$ cat config.mk
export PLATFORM = sky130hd
export DESIGN_NAME = vptw_walker
export DESIGN_NICKNAME = d
export VERILOG_FILES = /design/src/rtl/vptw_pkg.sv /design/src/rtl/vptw_addr_split.sv /design/src/rtl/vptw_pte_decode.sv /design/src/rtl/vptw_ctrl.sv /design/src/rtl/vptw_walker.sv
export SDC_FILE = /design/constraint.sdc
export NUM_CORES = 1
export LEC_CHECK = 0
export BUFFER_PORTS_ARGS = -buffer_cell sky130_fd_sc_hd__clkbuf_2
export CAP_MARGIN = 20
export CELL_PAD_IN_SITES_DETAIL_PLACEMENT = 2
export CELL_PAD_IN_SITES_GLOBAL_PLACEMENT = 2
export CORE_MARGIN = 1.5
export CORE_UTILIZATION = 25
export DETAILED_ROUTE_END_ITERATION = 6
export GPL_ROUTABILITY_DRIVEN = 0
export PLACE_DENSITY = 0.78
export SYNTH_ARGS = -nofsm -noshare
export SYNTH_HDL_FRONTEND = slang
export SYNTH_SLANG_ARGS = --single-unit
$ cat constraint.sdc
create_clock -name clk_i -period 1.65 [get_ports clk_i]
set_clock_uncertainty 0.15 [all_clocks]
set_input_delay 0.0825 -clock clk_i [delete_from_list [all_inputs] [get_ports clk_i]]
set_output_delay 0.0825 -clock clk_i [all_outputs]
set_load 0.01 [all_outputs]
$ cat src/rtl/vptw_pkg.sv
package vptw_pkg;
  typedef enum logic [2:0] {
    ST_IDLE, ST_RD_ROOT, ST_RD_LEAF, ST_WR_DIRTY, ST_DONE
  } walk_state_e;

  typedef enum logic [1:0] {
    FLT_NONE        = 2'b00,
    FLT_ROOT_ABSENT = 2'b01,
    FLT_LEAF_ABSENT = 2'b10,
    FLT_WRITE_PROT  = 2'b11
  } fault_e;

  localparam int unsigned PTE_PRESENT_BIT  = 0;
  localparam int unsigned PTE_WRITABLE_BIT = 1;
  localparam int unsigned PTE_DIRTY_BIT    = 6;
endpackage

$ cat src/rtl/vptw_addr_split.sv
module vptw_addr_split #(
  parameter int unsigned ADDR_W = 32,
  parameter int unsigned IDX_W  = 10,
  parameter int unsigned OFF_W  = 12,
  localparam int unsigned FRAME_W = ADDR_W - OFF_W
) (
  input  logic [ADDR_W-1:0]  va_i,
  input  logic [FRAME_W-1:0] root_frame_i,
  input  logic [FRAME_W-1:0] table_frame_i,
  output logic [ADDR_W-1:0]  root_ea_o,
  output logic [ADDR_W-1:0]  leaf_ea_o,
  output logic [OFF_W-1:0]   offset_o
);
  logic [IDX_W-1:0] root_idx, leaf_idx;

  assign root_idx = va_i[ADDR_W-1 -: IDX_W];
  assign leaf_idx = va_i[OFF_W +: IDX_W];
  assign offset_o = va_i[OFF_W-1:0];

  // entries are 4 bytes wide
  assign root_ea_o = {root_frame_i,  OFF_W'({root_idx, 2'b00})};
  assign leaf_ea_o = {table_frame_i, OFF_W'({leaf_idx, 2'b00})};
endmodule

$ cat src/rtl/vptw_pte_decode.sv
module vptw_pte_decode
  import vptw_pkg::*;
#(
  parameter int unsigned ADDR_W = 32,
  parameter int unsigned OFF_W  = 12,
  localparam int unsigned FRAME_W = ADDR_W - OFF_W
) (
  input  logic [ADDR_W-1:0]  pte_i,
  output logic [FRAME_W-1:0] frame_o,
  output logic               present_o,
  output logic               writable_o,
  output logic               dirty_o,
  output logic [ADDR_W-1:0]  marked_o
);
  assign frame_o    = pte_i[ADDR_W-1:OFF_W];
  assign present_o  = pte_i[PTE_PRESENT_BIT];
  assign writable_o = pte_i[PTE_WRITABLE_BIT];
  assign dirty_o    = pte_i[PTE_DIRTY_BIT];

  always_comb begin
    marked_o = pte_i;
    marked_o[PTE_DIRTY_BIT] = 1'b1;
  end
endmodule

$ cat src/rtl/vptw_ctrl.sv
module vptw_ctrl
  import vptw_pkg::*;
(
  input  logic        clk_i,
  input  logic        rst_ni,
  input  logic        req_valid_i,
  input  logic        write_q_i,
  input  logic        rd_ready_i,
  input  logic        wr_ready_i,
  input  logic        present_i,
  input  logic        writable_i,
  input  logic        dirty_i,
  output logic        req_ready_o,
  output logic        rd_req_o,
  output logic        rd_leaf_o,
  output logic        wr_req_o,
  output logic        ld_req_o,
  output logic        ld_table_o,
  output logic        ld_leaf_o,
  output logic        done_o,
  output logic [1:0]  fault_code_o
);
  walk_state_e state_q, state_d;
  fault_e      fault_q, fault_d;

  always_comb begin
    state_d = state_q;
    fault_d = fault_q;
    unique case (state_q)
      ST_IDLE: if (req_valid_i) begin
        state_d = ST_RD_ROOT;
        fault_d = FLT_NONE;
      end
      ST_RD_ROOT: if (rd_ready_i) begin
        if (!present_i) begin
          fault_d = FLT_ROOT_ABSENT;
          state_d = ST_DONE;
        end else begin
          state_d = ST_RD_LEAF;
        end
      end
      ST_RD_LEAF: if (rd_ready_i) begin
        if (!present_i) begin
          fault_d = FLT_LEAF_ABSENT;
          state_d = ST_DONE;
        end else if (write_q_i && !writable_i) begin
          fault_d = FLT_WRITE_PROT;
          state_d = ST_DONE;
        end else if (write_q_i && !dirty_i) begin
          state_d = ST_WR_DIRTY;
        end else begin
          state_d = ST_DONE;
        end
      end
      ST_WR_DIRTY: if (wr_ready_i) state_d = ST_DONE;
      ST_DONE:     state_d = ST_IDLE;
      default:     state_d = ST_IDLE;
    endcase
  end

  always_ff @(posedge clk_i or negedge rst_ni) begin
    if (!rst_ni) begin
      state_q <= ST_IDLE;
      fault_q <= FLT_NONE;
    end else begin
      state_q <= state_d;
      fault_q <= fault_d;
    end
  end

  assign req_ready_o  = (state_q == ST_IDLE);
  assign rd_req_o     = (state_q == ST_RD_ROOT) || (state_q == ST_RD_LEAF);
  assign rd_leaf_o    = (state_q == ST_RD_LEAF);
  assign wr_req_o     = (state_q == ST_WR_DIRTY);
  assign done_o       = (state_q == ST_DONE);
  assign ld_req_o     = req_ready_o && req_valid_i;
  assign ld_table_o   = (state_q == ST_RD_ROOT) && rd_ready_i;
  assign ld_leaf_o    = (state_q == ST_RD_LEAF) && rd_ready_i;
  assign fault_code_o = fault_q;

  // result strobe lasts one cycle
  p_done_single_r9: assert property (@(posedge clk_i) disable iff (!rst_ni)
    done_o |=> !done_o);
  // no acceptance while busy
  p_idle_quiet_r9: assert property (@(posedge clk_i) disable iff (!rst_ni)
    req_ready_o |-> !rd_req_o && !wr_req_o && !done_o);
  // the write-back only follows a completed leaf read
  p_wr_after_leaf_r6: assert property (@(posedge clk_i) disable iff (!rst_ni)
    $rose(wr_req_o) |-> $past(rd_leaf_o && rd_ready_i));
  // protection fault never follows a write-back
  p_prot_no_wr_r7: assert property (@(posedge clk_i) disable iff (!rst_ni)
    (done_o && fault_code_o == FLT_WRITE_PROT) |-> !$past(wr_req_o));
  // a root fault means the leaf table was never read
  p_root_fault_r3: assert property (@(posedge clk_i) disable iff (!rst_ni)
    (done_o && fault_code_o == FLT_ROOT_ABSENT) |-> !$past(rd_leaf_o));
endmodule

$ cat src/rtl/vptw_walker.sv
module vptw_walker #(
  parameter int unsigned ADDR_W = 32,
  parameter int unsigned IDX_W  = 10,
  parameter int unsigned OFF_W  = 12,
  localparam int unsigned FRAME_W = ADDR_W - OFF_W
) (
  input  logic               clk_i,
  input  logic               rst_ni,
  input  logic [FRAME_W-1:0] root_frame_i,
  input  logic               req_valid_i,
  output logic               req_ready_o,
  input  logic [ADDR_W-1:0]  req_vaddr_i,
  input  logic               req_write_i,
  output logic               mem_rd_req_o,
  output logic [ADDR_W-1:0]  mem_rd_addr_o,
  input  logic               mem_rd_ready_i,
  input  logic [ADDR_W-1:0]  mem_rd_data_i,
  output logic               mem_wr_req_o,
  output logic [ADDR_W-1:0]  mem_wr_addr_o,
  output logic [ADDR_W-1:0]  mem_wr_data_o,
  input  logic               mem_wr_ready_i,
  output logic               done_o,
  output logic               fault_o,
  output logic [1:0]         fault_code_o,
  output logic [ADDR_W-1:0]  paddr_o
);
  logic [ADDR_W-1:0]  va_q, leaf_pte_q, pte_view;
  logic               write_q;
  logic [FRAME_W-1:0] table_frame_q;

  logic ld_req, ld_table, ld_leaf, rd_leaf;
  logic [ADDR_W-1:0]  root_ea, leaf_ea, marked;
  logic [OFF_W-1:0]   offset;
  logic [FRAME_W-1:0] view_frame;
  logic view_present, view_writable, view_dirty;

  vptw_addr_split #(.ADDR_W(ADDR_W), .IDX_W(IDX_W), .OFF_W(OFF_W)) u_split (
    .va_i          (va_q),
    .root_frame_i  (root_frame_i),
    .table_frame_i (table_frame_q),
    .root_ea_o     (root_ea),
    .leaf_ea_o     (leaf_ea),
    .offset_o      (offset)
  );

  // decode the live read word while fetching, the held leaf afterwards
  assign pte_view = mem_rd_req_o ? mem_rd_data_i : leaf_pte_q;

  vptw_pte_decode #(.ADDR_W(ADDR_W), .OFF_W(OFF_W)) u_decode (
    .pte_i      (pte_view),
    .frame_o    (view_frame),
    .present_o  (view_present),
    .writable_o (view_writable),
    .dirty_o    (view_dirty),
    .marked_o   (marked)
  );

  vptw_ctrl u_ctrl (
    .clk_i        (clk_i),
    .rst_ni       (rst_ni),
    .req_valid_i  (req_valid_i),
    .write_q_i    (write_q),
    .rd_ready_i   (mem_rd_ready_i),
    .wr_ready_i   (mem_wr_ready_i),
    .present_i    (view_present),
    .writable_i   (view_writable),
    .dirty_i      (view_dirty),
    .req_ready_o  (req_ready_o),
    .rd_req_o     (mem_rd_req_o),
    .rd_leaf_o    (rd_leaf),
    .wr_req_o     (mem_wr_req_o),
    .ld_req_o     (ld_req),
    .ld_table_o   (ld_table),
    .ld_leaf_o    (ld_leaf),
    .done_o       (done_o),
    .fault_code_o (fault_code_o)
  );

  always_ff @(posedge clk_i or negedge rst_ni) begin
    if (!rst_ni) begin
      va_q          <= '0;
      write_q       <= 1'b0;
      table_frame_q <= '0;
      leaf_pte_q    <= '0;
    end else begin
      if (ld_req) begin
        va_q    <= req_vaddr_i;
        write_q <= req_write_i;
      end
      if (ld_table) table_frame_q <= view_frame;
      if (ld_leaf)  leaf_pte_q    <= mem_rd_data_i;
    end
  end

  assign mem_rd_addr_o = rd_leaf ? leaf_ea : root_ea;
  assign mem_wr_addr_o = leaf_ea;
  assign mem_wr_data_o = marked;
  assign fault_o       = done_o && (fault_code_o != 2'b00);
  assign paddr_o       = (done_o && !fault_o) ? {view_frame, offset} : '0;

  // read request holds its address until consumed
  p_rd_hold_r10: assert property (@(posedge clk_i) disable iff (!rst_ni)
    (mem_rd_req_o && !mem_rd_ready_i) |=> mem_rd_req_o && $stable(mem_rd_addr_o));
  // write request holds address and data until consumed
  p_wr_hold_r10: assert property (@(posedge clk_i) disable iff (!rst_ni)
    (mem_wr_req_o && !mem_wr_ready_i) |=>
      mem_wr_req_o && $stable(mem_wr_addr_o) && $stable(mem_wr_data_o));
  // write-back carries the dirty flag and a present entry
  p_wr_marked_r6: assert property (@(posedge clk_i) disable iff (!rst_ni)
    mem_wr_req_o |-> mem_wr_data_o[6] && mem_wr_data_o[0] && mem_wr_data_o[1]);
  // read and write never overlap
  p_port_excl_r2: assert property (@(posedge clk_i) disable iff (!rst_ni)
    !(mem_rd_req_o && mem_wr_req_o));
endmodule

==> impl_metrics.env <==
export IMPL_slew_headroom_pct=63.2
export IMPL_startpoint_type="register"
export IMPL_ios=225
export IMPL_first_iter_violations=119
export IMPL_max_freq_ghz=0.435
export IMPL_grt_overflow=0
export IMPL_wl_um=24600
export IMPL_routedWlPerCell_um=24.7
export IMPL_vias=4759
export IMPL_critPathMaxFanout=3
export IMPL_path_cells="nand2b_4, a21oi_4, buf_6, buf_6, buf_6, mux2i_2, buf_4, nor2_4, buf_6"
export IMPL_power_density_mw_per_mm2=2130
export IMPL_setup_ws_ns=-0.648
export IMPL_placed_cell_area_sq_mm=0.00647
export IMPL_synth_top_area_cell="dfrtp_1"
export IMPL_yosysWarnings=0
export IMPL_critPathMaxStageDelay_ns=0.42
export IMPL_die_y_um=138
export IMPL_violations="negative setup slack"
export IMPL_antenna_found_initial=0
export IMPL_min_path_type="input pin to register"
export IMPL_grt_first_pass_wirelength_um=33200
export IMPL_diodes=0
export IMPL_design_area_sq_mm=0.00943
export IMPL_first_pass_iters=4
export IMPL_area_growth_pct=106
export IMPL_nNetsFinal=852
export IMPL_syn_mean_instance_area_sq_um=11.7
export IMPL_die_area_sq_mm=0.0191
export IMPL_core_area_sq_mm=0.0180
export IMPL_rsz0062_at_grt="yes"
export IMPL_post_route_util_pct=52.5
export IMPL_cts_tree="done"
export IMPL_worstMarginPinSlew_ns=0.550
export IMPL_startpoint="u_ctrl.state_q[0]$_DFFE_PN0P_"
export IMPL_crit_top_cell="buf_6"
export IMPL_start_util_pct=25.5
export IMPL_grt_max_degree=74
export IMPL_r2r_start="u_ctrl.state_q[1]$_DFFE_PN0P_"
export IMPL_finalSetupViolCount=188
export IMPL_synth_area_leaders="dfrtp_1, mux2_1, mux2_2"
export IMPL_dp_cells=842
export IMPL_status="finished, violations left"
export IMPL_cts_sinks=90
export IMPL_cts_clk_slew_worst_paths_ns=0.06
export IMPL_fp_dieW_um=138
export IMPL_io_buffers=219
export IMPL_hp_start="mem_wr_ready_i"
export IMPL_num_rows=49
export IMPL_grtUsageTotal_pct=22.6
export IMPL_path_class="register to output pin"
export IMPL_pre_cts_ws_ns=-0.235
export IMPL_final_layout_size_suffix_gt1_share_pct=66.4
export IMPL_cts_root_buffer_cell="clkbuf_16"
export IMPL_ys_ff_latch=90
export IMPL_ant_nets=0
export IMPL_required_ns=1.42
export IMPL_worst_setup_path_end_kind="output pin"
export IMPL_synth_cell_type_count=34
export IMPL_synth_top_cell_area_share_pct=49.2
export IMPL_hold_viol=0
export IMPL_vdd_ir_drop_worst_mv=0.919
export IMPL_arrival_ns=2.07
export IMPL_fin_crit_sh_pct=139
export IMPL_finalMaxSlewViolations=0
export IMPL_numCtsBuffers=9
export IMPL_htreeDepth=3
export IMPL_crit_slowest_cell="dfrtp_1"
export IMPL_fin_crit_ns=2.30
export IMPL_clk_path_buf_depth=2
export IMPL_syn_inst=392
export IMPL_clkLatencyLatePin_ns=0.36
export IMPL_place_hpwl_um=11900
export IMPL_total_leakage_power_nw=4.54
export IMPL_drc=0
export IMPL_synth_seq_area_share_pct=49.2
export IMPL_syn_cell_area_sq_mm=0.00458
export IMPL_finalSetupTns_ns=-82.34
export IMPL_fin_cells=996
export IMPL_routed_via_density=4.78
export IMPL_maxCapViolCount=0
export IMPL_grt_pass1_vias=5469
==> metrics by stage <==
step / total power (W) / hold slack, ns
2_1_floorplan: 0.00933 / -0.363
6_report: 0.0201 / 0.0955
3_5_place_dp: 0.0122 / -0.176
5_1_grt: 0.0210 / 0.147
3_3_place_gp: 0.0118 / -0.181
4_1_cts: 0.0177 / 0.0739
==> cells in the final DEF (no fill, tap or decap), drive strengths merged, types with 2 or more instances in the layout <==
master | Yosys | layout
nor2 | 44 | 44
and3 | 12 | 12
and2 | 3 | 3
nand2b | 3 | 3
conb | 2 | 5
clkinvlp | 0 | 2
buf | 25 | 166
mux2i | 22 | 22
nor2b | 3 | 3
dfrtp | 90 | 90
dlygate4sd3 | 0 | 68
inv | 24 | 24
a31oi | 3 | 3
o21ai | 6 | 6
nor3b | 2 | 2
clkbuf | 7 | 164
nand3b | 4 | 4
a21oi | 24 | 24
nand2 | 4 | 4
bufinv | 0 | 3
mux2 | 106 | 106
==> where the power goes <==
part	total (W)	switching (W)	leakage, nW	internal, W
sequential	0.00436	0.00104	1.07	0.00333
combinational	0.0132	0.00556	3.31	0.00766
clock	0.00252	0.000993	0.165	0.00153
==> cells by family after synthesis <==
kind of cell	Yosys count	synth area share [%]
other	2	0.164
AOI/OAI and AO/OA	37	5.06
and+or+nand+nor	79	8.69
buffers and inverters	56	5.93
DFF	90	49.2
muxes	128	31.0
==> synth_stat cells (all sizes together) <==
cell	count
and2	3
a21oi	24
nand3b	4
mux2	106
nand2b	3
and3	12
nand4bb	1
inv	24
nand2	4
or3	1
nor2	44
mux2i	22
o21ai	6
a22oi	1
dfrtp	90
nor2b	3
a311oi	1
clkbuf	7
nor3	1
buf	25
nor3b	2
conb	2
a211oi	1
or3b	1
a31oi	3
a32oi	1
==> critical path: cells and delay by family, from the launching register on <==
family,cells,cell delay (ns)
AO/OA/AOI/OAI,1,0.19
AND/OR/NAND/NOR,2,0.23
flip-flops,1,0.42
buffers and inverters,5,0.66
multiplexers,1,0.22
==> layer usage <==
| layer | vias to the layer above | wire length [um] | global-route usage (%) |
|---|---|---|---|
| met5 | - | 0 | 0 |
| met4 | 0 | 559 | 6.98 |
| met3 | 36 | 875 | 4.05 |
| met2 | 172 | 13800 | 43.8 |
| met1 | 2474 | 9330 | 24.8 |
| li1 | 2077 | - | - |
==> sequential cells by signal, summed over array words and instances, names as in the netlist <==
name                 count
leaf_pte_q              32
table_frame_q           20
u_ctrl.fault_code_o      2
u_ctrl.state_q           3
va_q                    32
write_q                  1
==> layout make-up <==
| class | count | area (sq um) |
|---|---|---|
| well taps | 229 | 287 |
| inverters | 24 | 90.1 |
| fillers | 1687 | 8540 |
| repair buffers | 388 | 3570 |
| clock inverters | 6 | 114 |
| clock buffers | 10 | 239 |
| multi-input cells | 249 | 2880 |
| flip-flops and latches | 90 | 2250 |
==> what timing repair did <==
action,CTS,global route
setup buffers,37,33
hold buffers,68,0
resized for setup,101,220
cloned,15,4
endpoints found under the setup margin,187,188
hold endpoints to repair,169,0
pin swaps,3,8
==> worst paths after layout <==
kind / to / slack, ns / cells after the start
min in group asynchronous: va_q[26]$_DFFE_PN0P_ / 0.19 / 3
max in group asynchronous: leaf_pte_q[1]$_DFFE_PN0P_ / 0.25 / 3
worst min-delay path: u_ctrl.state_q[0]$_DFFE_PN0P_ / 0.1 / 4
worst max-delay path: paddr_o[13] / -0.65 / 9
worst max register to register: leaf_pte_q[31]$_DFFE_PN0P_ / -0.58 / 11
worst min register to register: leaf_pte_q[2]$_DFFE_PN0P_ / 0.36 / 1
(Power assumes the default switching activity.)
